$ cat config.mk
export PLATFORM = sky130hd
export DESIGN_NAME = srom_cmd_engine
export DESIGN_NICKNAME = d
export VERILOG_FILES = /design/src/rtl/srom_pkg.sv /design/src/rtl/srom_settle_timer.sv /design/src/rtl/srom_host_regs.sv /design/src/rtl/srom_cmd_engine.sv
export SDC_FILE = /design/constraint.sdc
export NUM_CORES = 1
export LEC_CHECK = 0
export BUFFER_PORTS_ARGS = -buffer_cell sky130_fd_sc_hd__buf_4
export CORE_ASPECT_RATIO = 1.25
export CORE_MARGIN = 2
export CORE_UTILIZATION = 57
export CTS_CLUSTER_DIAMETER = 120
export DETAILED_ROUTE_END_ITERATION = 7
export PLACE_DENSITY = 0.91
export SLEW_MARGIN = 20
export SYNTH_ARGS = -nofsm -noshare
export SYNTH_HDL_FRONTEND = slang
export SYNTH_SLANG_ARGS = --single-unit
$ cat constraint.sdc
create_clock -name clk -period 2.35 [get_ports clk]
set_clock_uncertainty 0.05 [all_clocks]
set_input_delay 0.3525 -clock clk [delete_from_list [all_inputs] [get_ports clk]]
set_output_delay 0.3525 -clock clk [all_outputs]
set_load 0.005 [all_outputs]
$ cat src/rtl/srom_pkg.sv
package srom_pkg;

   typedef enum logic [1:0] {
      ST_IDLE,
      ST_ACCESS,
      ST_SETTLE
   } srom_state_e;

   localparam logic [7:0] CODE_IDLE  = 8'd0;
   localparam logic [7:0] CODE_WRITE = 8'd1;
   localparam logic [7:0] CODE_READ  = 8'd2;
   localparam logic [7:0] CODE_WREN  = 8'd4;
   localparam logic [7:0] CODE_WRDIS = 8'd7;

   localparam logic [2:0] SEL_CMD = 3'd0;
   localparam logic [2:0] SEL_ALO = 3'd1;
   localparam logic [2:0] SEL_AHI = 3'd2;
   localparam logic [2:0] SEL_DLO = 3'd3;
   localparam logic [2:0] SEL_DHI = 3'd4;

   localparam int STAT_DONE = 3;
   localparam int STAT_ERR  = 4;
   localparam int STAT_WEN  = 5;
   localparam int STAT_BUSY = 6;

endpackage

$ cat src/rtl/srom_settle_timer.sv
module srom_settle_timer #(
   parameter int unsigned LONG_CYC  = 500,
   parameter int unsigned SHORT_CYC = 20
) (
   input  logic clk,
   input  logic rst_n,
   input  logic start,
   input  logic use_long,
   output logic expired
);
   localparam int unsigned MAX_CYC = (LONG_CYC > SHORT_CYC) ? LONG_CYC : SHORT_CYC;
   localparam int CNT_W = $clog2(MAX_CYC + 1);

   generate
      if (LONG_CYC < 1 || SHORT_CYC < 1) begin : g_bad_len
         $error("settle lengths must be at least one cycle");
      end
   endgenerate

   logic [CNT_W-1:0] cnt_q;

   always_ff @(posedge clk or negedge rst_n) begin
      if (!rst_n) begin
         cnt_q <= '0;
      end else if (start) begin
         cnt_q <= use_long ? CNT_W'(LONG_CYC) : CNT_W'(SHORT_CYC);
      end else if (cnt_q != '0) begin
         cnt_q <= cnt_q - 1'b1;
      end
   end

   assign expired = (cnt_q == '0);


   start_nonzero_chk: assert property (@(posedge clk) disable iff (!rst_n)
      start |=> !expired);

endmodule

$ cat src/rtl/srom_host_regs.sv
module srom_host_regs
   import srom_pkg::*;
(
   input  logic        clk,
   input  logic        rst_n,
   input  logic        wr_en,
   input  logic [2:0]  sel,
   input  logic [7:0]  wdata,
   input  logic        load_rd,
   input  logic [15:0] rd_word,
   output logic [15:0] addr_word,
   output logic [15:0] data_word
);
   logic [7:0] alo_q, ahi_q, dlo_q, dhi_q;

   always_ff @(posedge clk or negedge rst_n) begin
      if (!rst_n) begin
         alo_q <= '0;
         ahi_q <= '0;
         dlo_q <= '0;
         dhi_q <= '0;
      end else begin
         if (wr_en && sel == SEL_ALO) alo_q <= wdata;
         if (wr_en && sel == SEL_AHI) ahi_q <= wdata;
         if (load_rd) begin
            dlo_q <= rd_word[7:0];
            dhi_q <= rd_word[15:8];
         end else begin
            if (wr_en && sel == SEL_DLO) dlo_q <= wdata;
            if (wr_en && sel == SEL_DHI) dhi_q <= wdata;
         end
      end
   end

   assign addr_word = {ahi_q, alo_q};
   assign data_word = {dhi_q, dlo_q};


   rd_latch_chk: assert property (@(posedge clk) disable iff (!rst_n)
      load_rd |=> data_word == $past(rd_word));

endmodule

$ cat src/rtl/srom_cmd_engine.sv
module srom_cmd_engine
   import srom_pkg::*;
#(
   parameter int unsigned ADDR_W       = 8,
   parameter int unsigned CLK_HZ       = 125_000_000,
   parameter int unsigned EN_SETTLE_MS = 500,
   parameter int unsigned WR_SETTLE_MS = 20
) (
   input  logic              clk,
   input  logic              rst_n,
   input  logic              reg_we,
   input  logic [2:0]        reg_sel,
   input  logic [7:0]        reg_wdata,
   output logic [7:0]        reg_rdata,
   output logic              rom_req,
   output logic              rom_we,
   output logic [ADDR_W-1:0] rom_addr,
   output logic [15:0]       rom_wdata,
   input  logic [15:0]       rom_rdata,
   input  logic              rom_ack
);
   localparam int unsigned CYC_PER_MS = CLK_HZ / 1000;
   localparam int unsigned EN_CYC     = EN_SETTLE_MS * CYC_PER_MS;
   localparam int unsigned WR_CYC     = WR_SETTLE_MS * CYC_PER_MS;

   generate
      if (ADDR_W < 1 || ADDR_W > 16) begin : g_bad_addr
         $error("ADDR_W must lie in 1..16");
      end
      if (CLK_HZ < 1000) begin : g_bad_clk
         $error("CLK_HZ must be at least 1000");
      end
   endgenerate

   srom_state_e state_q;
   logic [2:0]  code_q;
   logic        done_q, err_q, wen_q, is_wr_q;
   logic        busy, host_wr, cmd_wr, tmr_start, tmr_long, tmr_expired, load_rd;
   logic [15:0] addr_word, data_word;

   assign busy    = (state_q != ST_IDLE);
   assign host_wr = reg_we && !busy;
   assign cmd_wr  = host_wr && (reg_sel == SEL_CMD);
   assign load_rd = (state_q == ST_ACCESS) && rom_ack && !is_wr_q;

   assign tmr_long  = (state_q == ST_IDLE);
   assign tmr_start = (cmd_wr && (reg_wdata == CODE_WREN || reg_wdata == CODE_WRDIS))
                    || ((state_q == ST_ACCESS) && rom_ack && is_wr_q);

   srom_settle_timer #(
      .LONG_CYC  (EN_CYC),
      .SHORT_CYC (WR_CYC)
   ) u_timer (
      .clk      (clk),
      .rst_n    (rst_n),
      .start    (tmr_start),
      .use_long (tmr_long),
      .expired  (tmr_expired)
   );

   srom_host_regs u_regs (
      .clk       (clk),
      .rst_n     (rst_n),
      .wr_en     (host_wr),
      .sel       (reg_sel),
      .wdata     (reg_wdata),
      .load_rd   (load_rd),
      .rd_word   (rom_rdata),
      .addr_word (addr_word),
      .data_word (data_word)
   );

   always_ff @(posedge clk or negedge rst_n) begin
      if (!rst_n) begin
         state_q <= ST_IDLE;
         code_q  <= '0;
         done_q  <= 1'b0;
         err_q   <= 1'b0;
         wen_q   <= 1'b0;
         is_wr_q <= 1'b0;
      end else begin
         case (state_q)
            ST_IDLE: begin
               if (cmd_wr) begin
                  code_q <= reg_wdata[2:0];
                  done_q <= 1'b0;
                  err_q  <= 1'b0;
                  case (reg_wdata)
                     CODE_IDLE: ;
                     CODE_WRITE: begin
                        if (wen_q) begin
                           is_wr_q <= 1'b1;
                           state_q <= ST_ACCESS;
                        end else begin
                           done_q <= 1'b1;
                           err_q  <= 1'b1;
                        end
                     end
                     CODE_READ: begin
                        is_wr_q <= 1'b0;
                        state_q <= ST_ACCESS;
                     end
                     CODE_WREN: begin
                        wen_q   <= 1'b1;
                        state_q <= ST_SETTLE;
                     end
                     CODE_WRDIS: begin
                        wen_q   <= 1'b0;
                        state_q <= ST_SETTLE;
                     end
                     default: begin
                        done_q <= 1'b1;
                        err_q  <= 1'b1;
                     end
                  endcase
               end
            end
            ST_ACCESS: begin
               if (rom_ack) begin
                  if (is_wr_q) begin
                     state_q <= ST_SETTLE;
                  end else begin
                     done_q  <= 1'b1;
                     state_q <= ST_IDLE;
                  end
               end
            end
            ST_SETTLE: begin
               if (tmr_expired) begin
                  done_q  <= 1'b1;
                  state_q <= ST_IDLE;
               end
            end
            default: state_q <= ST_IDLE;
         endcase
      end
   end

   assign rom_req   = (state_q == ST_ACCESS);
   assign rom_we    = is_wr_q;
   assign rom_wdata = data_word;

   generate
      if (ADDR_W <= 8) begin : g_addr_narrow
         assign rom_addr = addr_word[ADDR_W-1:0];
      end else begin : g_addr_wide
         assign rom_addr = {addr_word[ADDR_W-1:8], addr_word[7:0]};
      end
   endgenerate

   always_comb begin
      case (reg_sel)
         SEL_CMD: begin
            reg_rdata            = {5'b0, code_q};
            reg_rdata[STAT_DONE] = done_q;
            reg_rdata[STAT_ERR]  = err_q;
            reg_rdata[STAT_WEN]  = wen_q;
            reg_rdata[STAT_BUSY] = busy;
         end
         SEL_ALO: reg_rdata = addr_word[7:0];
         SEL_AHI: reg_rdata = addr_word[15:8];
         SEL_DLO: reg_rdata = data_word[7:0];
         SEL_DHI: reg_rdata = data_word[15:8];
         default: reg_rdata = 8'h00;
      endcase
   end


   req_hold_chk: assert property (@(posedge clk) disable iff (!rst_n)
      rom_req && !rom_ack |=> rom_req);


   wr_guard_chk: assert property (@(posedge clk) disable iff (!rst_n)
      rom_req && rom_we |-> wen_q);


   done_busy_chk: assert property (@(posedge clk) disable iff (!rst_n)
      !(done_q && busy));


   busy_ignore_chk: assert property (@(posedge clk) disable iff (!rst_n)
      busy && reg_we && reg_sel == SEL_CMD |=> code_q == $past(code_q));

endmodule

Yosys cells after proc, flatten, opt, wreduce, memory -nomap -nowiden
Index checks and enable logic that the tools add are counted.
{"block": "totals", "inputBits": 31, "reg_bits": 67, "word_cells": 87}
{"block": "op_classes", "n_eq_ne": 17, "add_sub_neg": 1, "reduce_logical": 33, "muxes": 25}
{"operator": "two-way mux 26 bit", "count": 3}
{"operator": "case mux 8 bit (5 select lines)", "count": 1}
{"operator": "two-way mux 8 bit", "count": 4}
{"operator": "logical NOT 26 bit", "count": 1}
{"operator": "nonzero test 26 bit", "count": 1}
{"operator": "subtractor 26 x 1 -> 26 bit (second input constant)", "count": 1}
{"operator": "== test 8 x 3 -> 1 bit (second input constant)", "count": 2}
{"operator": "case mux 2 bit (3 select lines)", "count": 2}
{"operator": "nonzero test 2 bit", "count": 6}
{"operator": "logical AND 1 bit", "count": 10}
{"operator": "two-way mux 2 bit", "count": 5}
{"operator": "AND reduction 5 bit", "count": 2}
{"operator": "== test 8 x 1 -> 1 bit (second input constant)", "count": 1}
{"operator": "== test 8 x 2 -> 1 bit (second input constant)", "count": 1}
{"operator": "logical NOT 8 bit", "count": 1}
{"operator": "inequality test 2 bit (second input constant)", "count": 4}
{"operator": "== test 3 x 2 -> 1 bit (second input constant)", "count": 2}
{"operator": "two-way mux 1 bit", "count": 6}
{"operator": "case mux 1 bit (2 select lines)", "count": 3}
{"operator": "inequality test 4 bit (second input constant)", "count": 1}
{"operator": "AND reduction 4 bit", "count": 1}
{"operator": "OR reduction 4 bit", "count": 1}
{"operator": "== test 3 x 1 -> 1 bit (second input constant)", "count": 1}
{"operator": "== test 3 bit (second input constant)", "count": 1}
{"operator": "13 further kinds", "count": 15}

Longest topological paths before layout
{"block": "depth", "depth_word": 7, "depth_mapped": 9, "depth_no_buf": 7}

Modules after synthesis
Synthesis repeated with hierarchy kept, for this count alone.
{"block": "unflattened", "hier_cells": 382, "hier_area_um2": 3938.8}
{"mod": "srom_settle_timer", "area_each_um2": 1508.9, "cells_per_inst": 154, "seq_area_each_um2": 650.6, "n_inst": 1}
{"mod": "srom_host_regs", "area_each_um2": 1440.1, "cells_per_inst": 107, "seq_area_each_um2": 800.8, "n_inst": 1}
{"mod": "srom_cmd_engine", "area_each_um2": 989.7, "cells_per_inst": 121, "seq_area_each_um2": 225.2, "n_inst": 1}

Worst setup path before layout
No wires, ideal clock.
{"block": "synth_path", "kind": "reg-to-reg", "start": "register u_timer.cnt_q[0]", "end": "register done_q", "slack_ps": 373, "path_buffers": 2, "stages_incl_launch_ff": 10, "period_less_slack_ps": 1977, "setup_ps": 79, "t_arrival_ps": 1848, "cell_sequence": "dfrtp_1 inv_1 ha_1 nor4b_2 and2_1 buf_2 nand3_4 buf_6 a211oi_2 mux2i_1"}
{"block": "synth_via", "elab_chain_len": 3}
{"element": "start: declaration", "line_no": "srom_settle_timer.sv:20", "text": "logic [CNT_W-1:0] cnt_q;"}
{"element": "start signal: assignment", "line_no": "srom_settle_timer.sv:26", "text": "cnt_q <= use_long ? CNT_W'(LONG_CYC) : CNT_W'(SHORT_CYC);"}
{"element": "start signal: assignment", "line_no": "srom_settle_timer.sv:28", "text": "cnt_q <= cnt_q - 1'b1;"}
{"element": "logical NOT 26 bit", "line_no": "srom_settle_timer.sv:32", "text": "assign expired = (cnt_q == '0);"}
{"element": "inequality test 2 bit (no line)"}
{"element": "AND reduction 5 bit (no line)"}
{"element": "end signal: assignment", "line_no": "srom_cmd_engine.sv:77", "text": "done_q <= 1'b0;"}
{"element": "end signal: assignment", "line_no": "srom_cmd_engine.sv:86", "text": "done_q <= 1'b0;"}
{"element": "end signal: assignment", "line_no": "srom_cmd_engine.sv:95", "text": "done_q <= 1'b1;"}
{"element": "end: declaration", "line_no": "srom_cmd_engine.sv:37", "text": "logic done_q, err_q, wen_q, is_wr_q;"}
Every way passes these cells.
A chain may end at the register's enable or synchronous reset.

Final worst setup path
{"block": "layout_path", "start": "register u_timer.cnt_q[0]", "end": "register state_q[1]"}
{"block": "layout_via", "elab_chain_len": 3}
{"element": "logical NOT 26 bit", "line_no": "srom_settle_timer.sv:32"}
{"element": "inequality test 2 bit (no line)"}
{"element": "AND reduction 5 bit (no line)"}
{"element": "end signal: assignment", "line_no": "srom_cmd_engine.sv:75", "text": "state_q <= ST_IDLE;"}
{"element": "end signal: assignment", "line_no": "srom_cmd_engine.sv:93", "text": "state_q <= ST_ACCESS;"}
{"element": "end signal: assignment", "line_no": "srom_cmd_engine.sv:101", "text": "state_q <= ST_ACCESS;"}
{"element": "end: declaration", "line_no": "srom_cmd_engine.sv:35", "text": "srom_state_e state_q;"}
Every way passes these cells.

==> flow_summary.ini <==
[synthesis]
ys.flop_type = dfrtp_1
ys.warnings.count = 0
postSynthCellCount = 384
ys_types = 57
synthTopCellsByCount = dfrtp_1 (67), nor2_1 (45), a21oi_1 (32)
synth_top_area_cell = dfrtp_1
synth.net_count = 420
synth_edf_count = 0
avgSynthCellArea_um2 = 9.99
synth_area_leaders = dfrtp_1 (44%), mux2i_1 (8.1%), mux2_2 (6.2%), nor2_1 (4.4%), a21oi_1 (4.2%)
yosysMostFrequentCell = dfrtp_1
yosysTopAreaCellShare_pct = 43.7
ys_seq_elements = 67
synth.cell_area_mm2 = 0.00383
async_flop_share_pct = 100
ys_seq_area_share_pct = 43.7

[clocking]
cts_buffers = 9
cts.path.max_buffers = 2
cts_num_sinks = 67
clkSlewWorstSetupHoldPaths_ns = 0.08
post_cts_buffers = 0
cts_tree = built
htreeDepth = 3
clk_latency_ns = 0.36
hold_buffers = 0
root_buffer = clkbuf_8

[setup_path]
crit_path_cell_trace = inv_1 -> ha_1 -> nor4b_2 -> and2_2 -> nand3_4 -> a221o_1 -> a22oi_1
crit_fanout = 8
ff2ff_setup_slack_ns = 0.19
r2r_start = u_timer.cnt_q[0]$_DFFE_PN0P_
reg2reg_depth = 7
endpoint_kind = flop
critPathKind = reg2reg
worst_ep_required_time_ns = 2.58
critPathSlowestCell = dfrtp_1
r2r_end = state_q[1]$_DFFE_PN0P_
worst_path_largest_cell_delay_ns = 0.42
crit_path_start_kind = flop
worst_ep_arrival_time_ns = 2.38

[placement]
gp_congestion = 0.919
pre_cts_ws_ns = 0.133
dp_hpwl_mm = 6.81
placed_area_mm2 = 0.00436
numPortBuffers = 64

[grt]
grt_max_degree = 68
grt_pass1_wl_mm = 15.9
antenna_found_initial = 0
overflow = 0
grt_usage_pct = 27.8
grt_pass1_vias = 3291

[final_layout]
n_fill_cell = 488
final_cell_area_mm2 = 0.00459
num_antenna_cells = 0
nets = 480
finish.utilization_pct = 70.4
syn_to_final_growth_pct = 19.8
drive_gt1_share_pct = 28.1

[routing]
antenna_left = 0
viasPerCell = 5.98
finalWirelength_mm = 9.62
vias = 3203
wl_per_cell_um = 17.9
drc = 0
dr.pass1.iters = 4
drtIter0Drc = 173

[sta]
rsz0062_at_grt = yes
fin_ws_ns = 0.193
finalCritPeriodShare_pct = 91.8
hold_viol_final = 0
fmaxAchievable_mhz = 464
slew_viol_final = 0
tightest_slew_ns = 0.845
min_period_ns = 2.16
finalSetupViolCount = 0
holdWs_ns = 0.0264
slew-limit-headroom_pct = 43.6

[status]
status = finished, final reports clean

[die]
dieArea_mm2 = 0.00740
initial_core_util_pct = 58.8
io_pins = 65
core-area_mm2 = 0.00652
die_h_um = 95.7
rows = 33
die_w_um = 77.4

[power]
power_density_mw_per_mm2 = 1080
leakagePower_nw = 2.05
vdd_ir_drop_max_mv = 0.673

[min_path]
hold_class = in2async

[flow_run]
max_cap_violations = 0
cell families (layout without fill, tap and decap cells):
logic type	after synthesis	count (layout)	synth area share, %
xor+xnor	18	18	4.11
flops	67	67	43.7
fa+ha+maj	5	5	1.63
buf+inv	37	102	4.96
simple gates	119	119	17.0
compound gates	85	85	13.8
mux	53	53	14.8
power by group:
group          total [mW]  leakage (nW)  internal (mW)  switching, mW
combinational        1.70          1.18          0.951          0.753
clock                1.10         0.110          0.604          0.496
sequential           2.14         0.768           1.66          0.487
total                4.95          2.05           3.21           1.74
routing by layer:
metal  routed length, um  up-vias  GRT usage (%)
met5                   0        -              0
met4                 164        0           11.6
met3                 519       22           4.97
met2                5070      113           52.0
met1                3870     1564           31.3
li1                    -     1504              -
metrics by stage:
step                      instances  power (mW)  TNS [ns]
final                           536        4.95         0
after global routing            536        5.23  -0.00982
after CTS                       536        4.93         0
after detailed placement        520        3.83         0
after global placement          520        3.74         0
after floorplan                 384        3.13         0
registers in the layout, summed over array words and instances (netlist names):
| signal | flops |
|---|---|
| u_regs.dlo_q | 8 |
| rom_we | 1 |
| err_q | 1 |
| code_q | 3 |
| u_regs.alo_q | 8 |
| u_regs.dhi_q | 8 |
| wen_q | 1 |
| state_q | 2 |
| u_timer.cnt_q | 26 |
| done_q | 1 |
| u_regs.ahi_q | 8 |
placed cells by master (no fill, tap or decap), types with 6 or more instances in the layout:
cell type	instances
a21oi_1	32
a31oi_1	6
buf_4	76
clkbuf_8	9
dfrtp_1	67
inv_1	10
mux2_2	21
mux2i_1	31
nand2_1	19
nand3_1	7
nor2_1	45
nor3_1	6
o21ai_0	15
o22ai_1	7
xnor2_1	7
xor2_1	11
worst max path at each step:
stage / from / endpoint / cells past startpoint
after floorplan: u_timer.cnt_q[0]$_DFFE_PN0P_ / done_q$_DFFE_PN0P_ / 9
after global placement: u_timer.cnt_q[0]$_DFFE_PN0P_ / state_q[1]$_DFFE_PN0P_ / 7
after detailed placement: u_timer.cnt_q[0]$_DFFE_PN0P_ / state_q[1]$_DFFE_PN0P_ / 7
after CTS: u_timer.cnt_q[0]$_DFFE_PN0P_ / state_q[1]$_DFFE_PN0P_ / 7
after global routing: u_timer.cnt_q[0]$_DFFE_PN0P_ / u_timer.cnt_q[11]$_DFFE_PN0P_ / 7
final: u_timer.cnt_q[0]$_DFFE_PN0P_ / state_q[1]$_DFFE_PN0P_ / 7
layout make-up:
cell class | instances | area [um^2] | share of cell area, %
Clock buffer | 9 | 124 | 2.70
Clock inverter | 7 | 103 | 2.23
Inverter | 10 | 37.5 | 0.817
Multi-Input combinational cell | 280 | 1970 | 43.0
Sequential cell | 67 | 1680 | 36.5
Tap cell | 87 | 109 | 2.37
Timing Repair Buffer | 76 | 571 | 12.4
what timing repair did:
| item | 4_1_cts | 5_1_grt |
|---|---|---|
| hold endpoints to repair | 0 | 0 |
| setup endpoints to repair | 0 | 9 |
| gates resized for setup | 0 | 2 |
worst max-delay path: cells and delay by family (launching register included):
| kind | cells | cell delay (ns) |
|---|---|---|
| AO/OA/AOI/OAI | 2 | 0.52 |
| adder cells (fa/ha/maj) | 1 | 0.21 |
| buffers and inverters | 1 | 0.07 |
| flip-flops | 1 | 0.42 |
| AND/OR/NAND/NOR | 3 | 0.80 |
(Power assumes the default switching activity.)
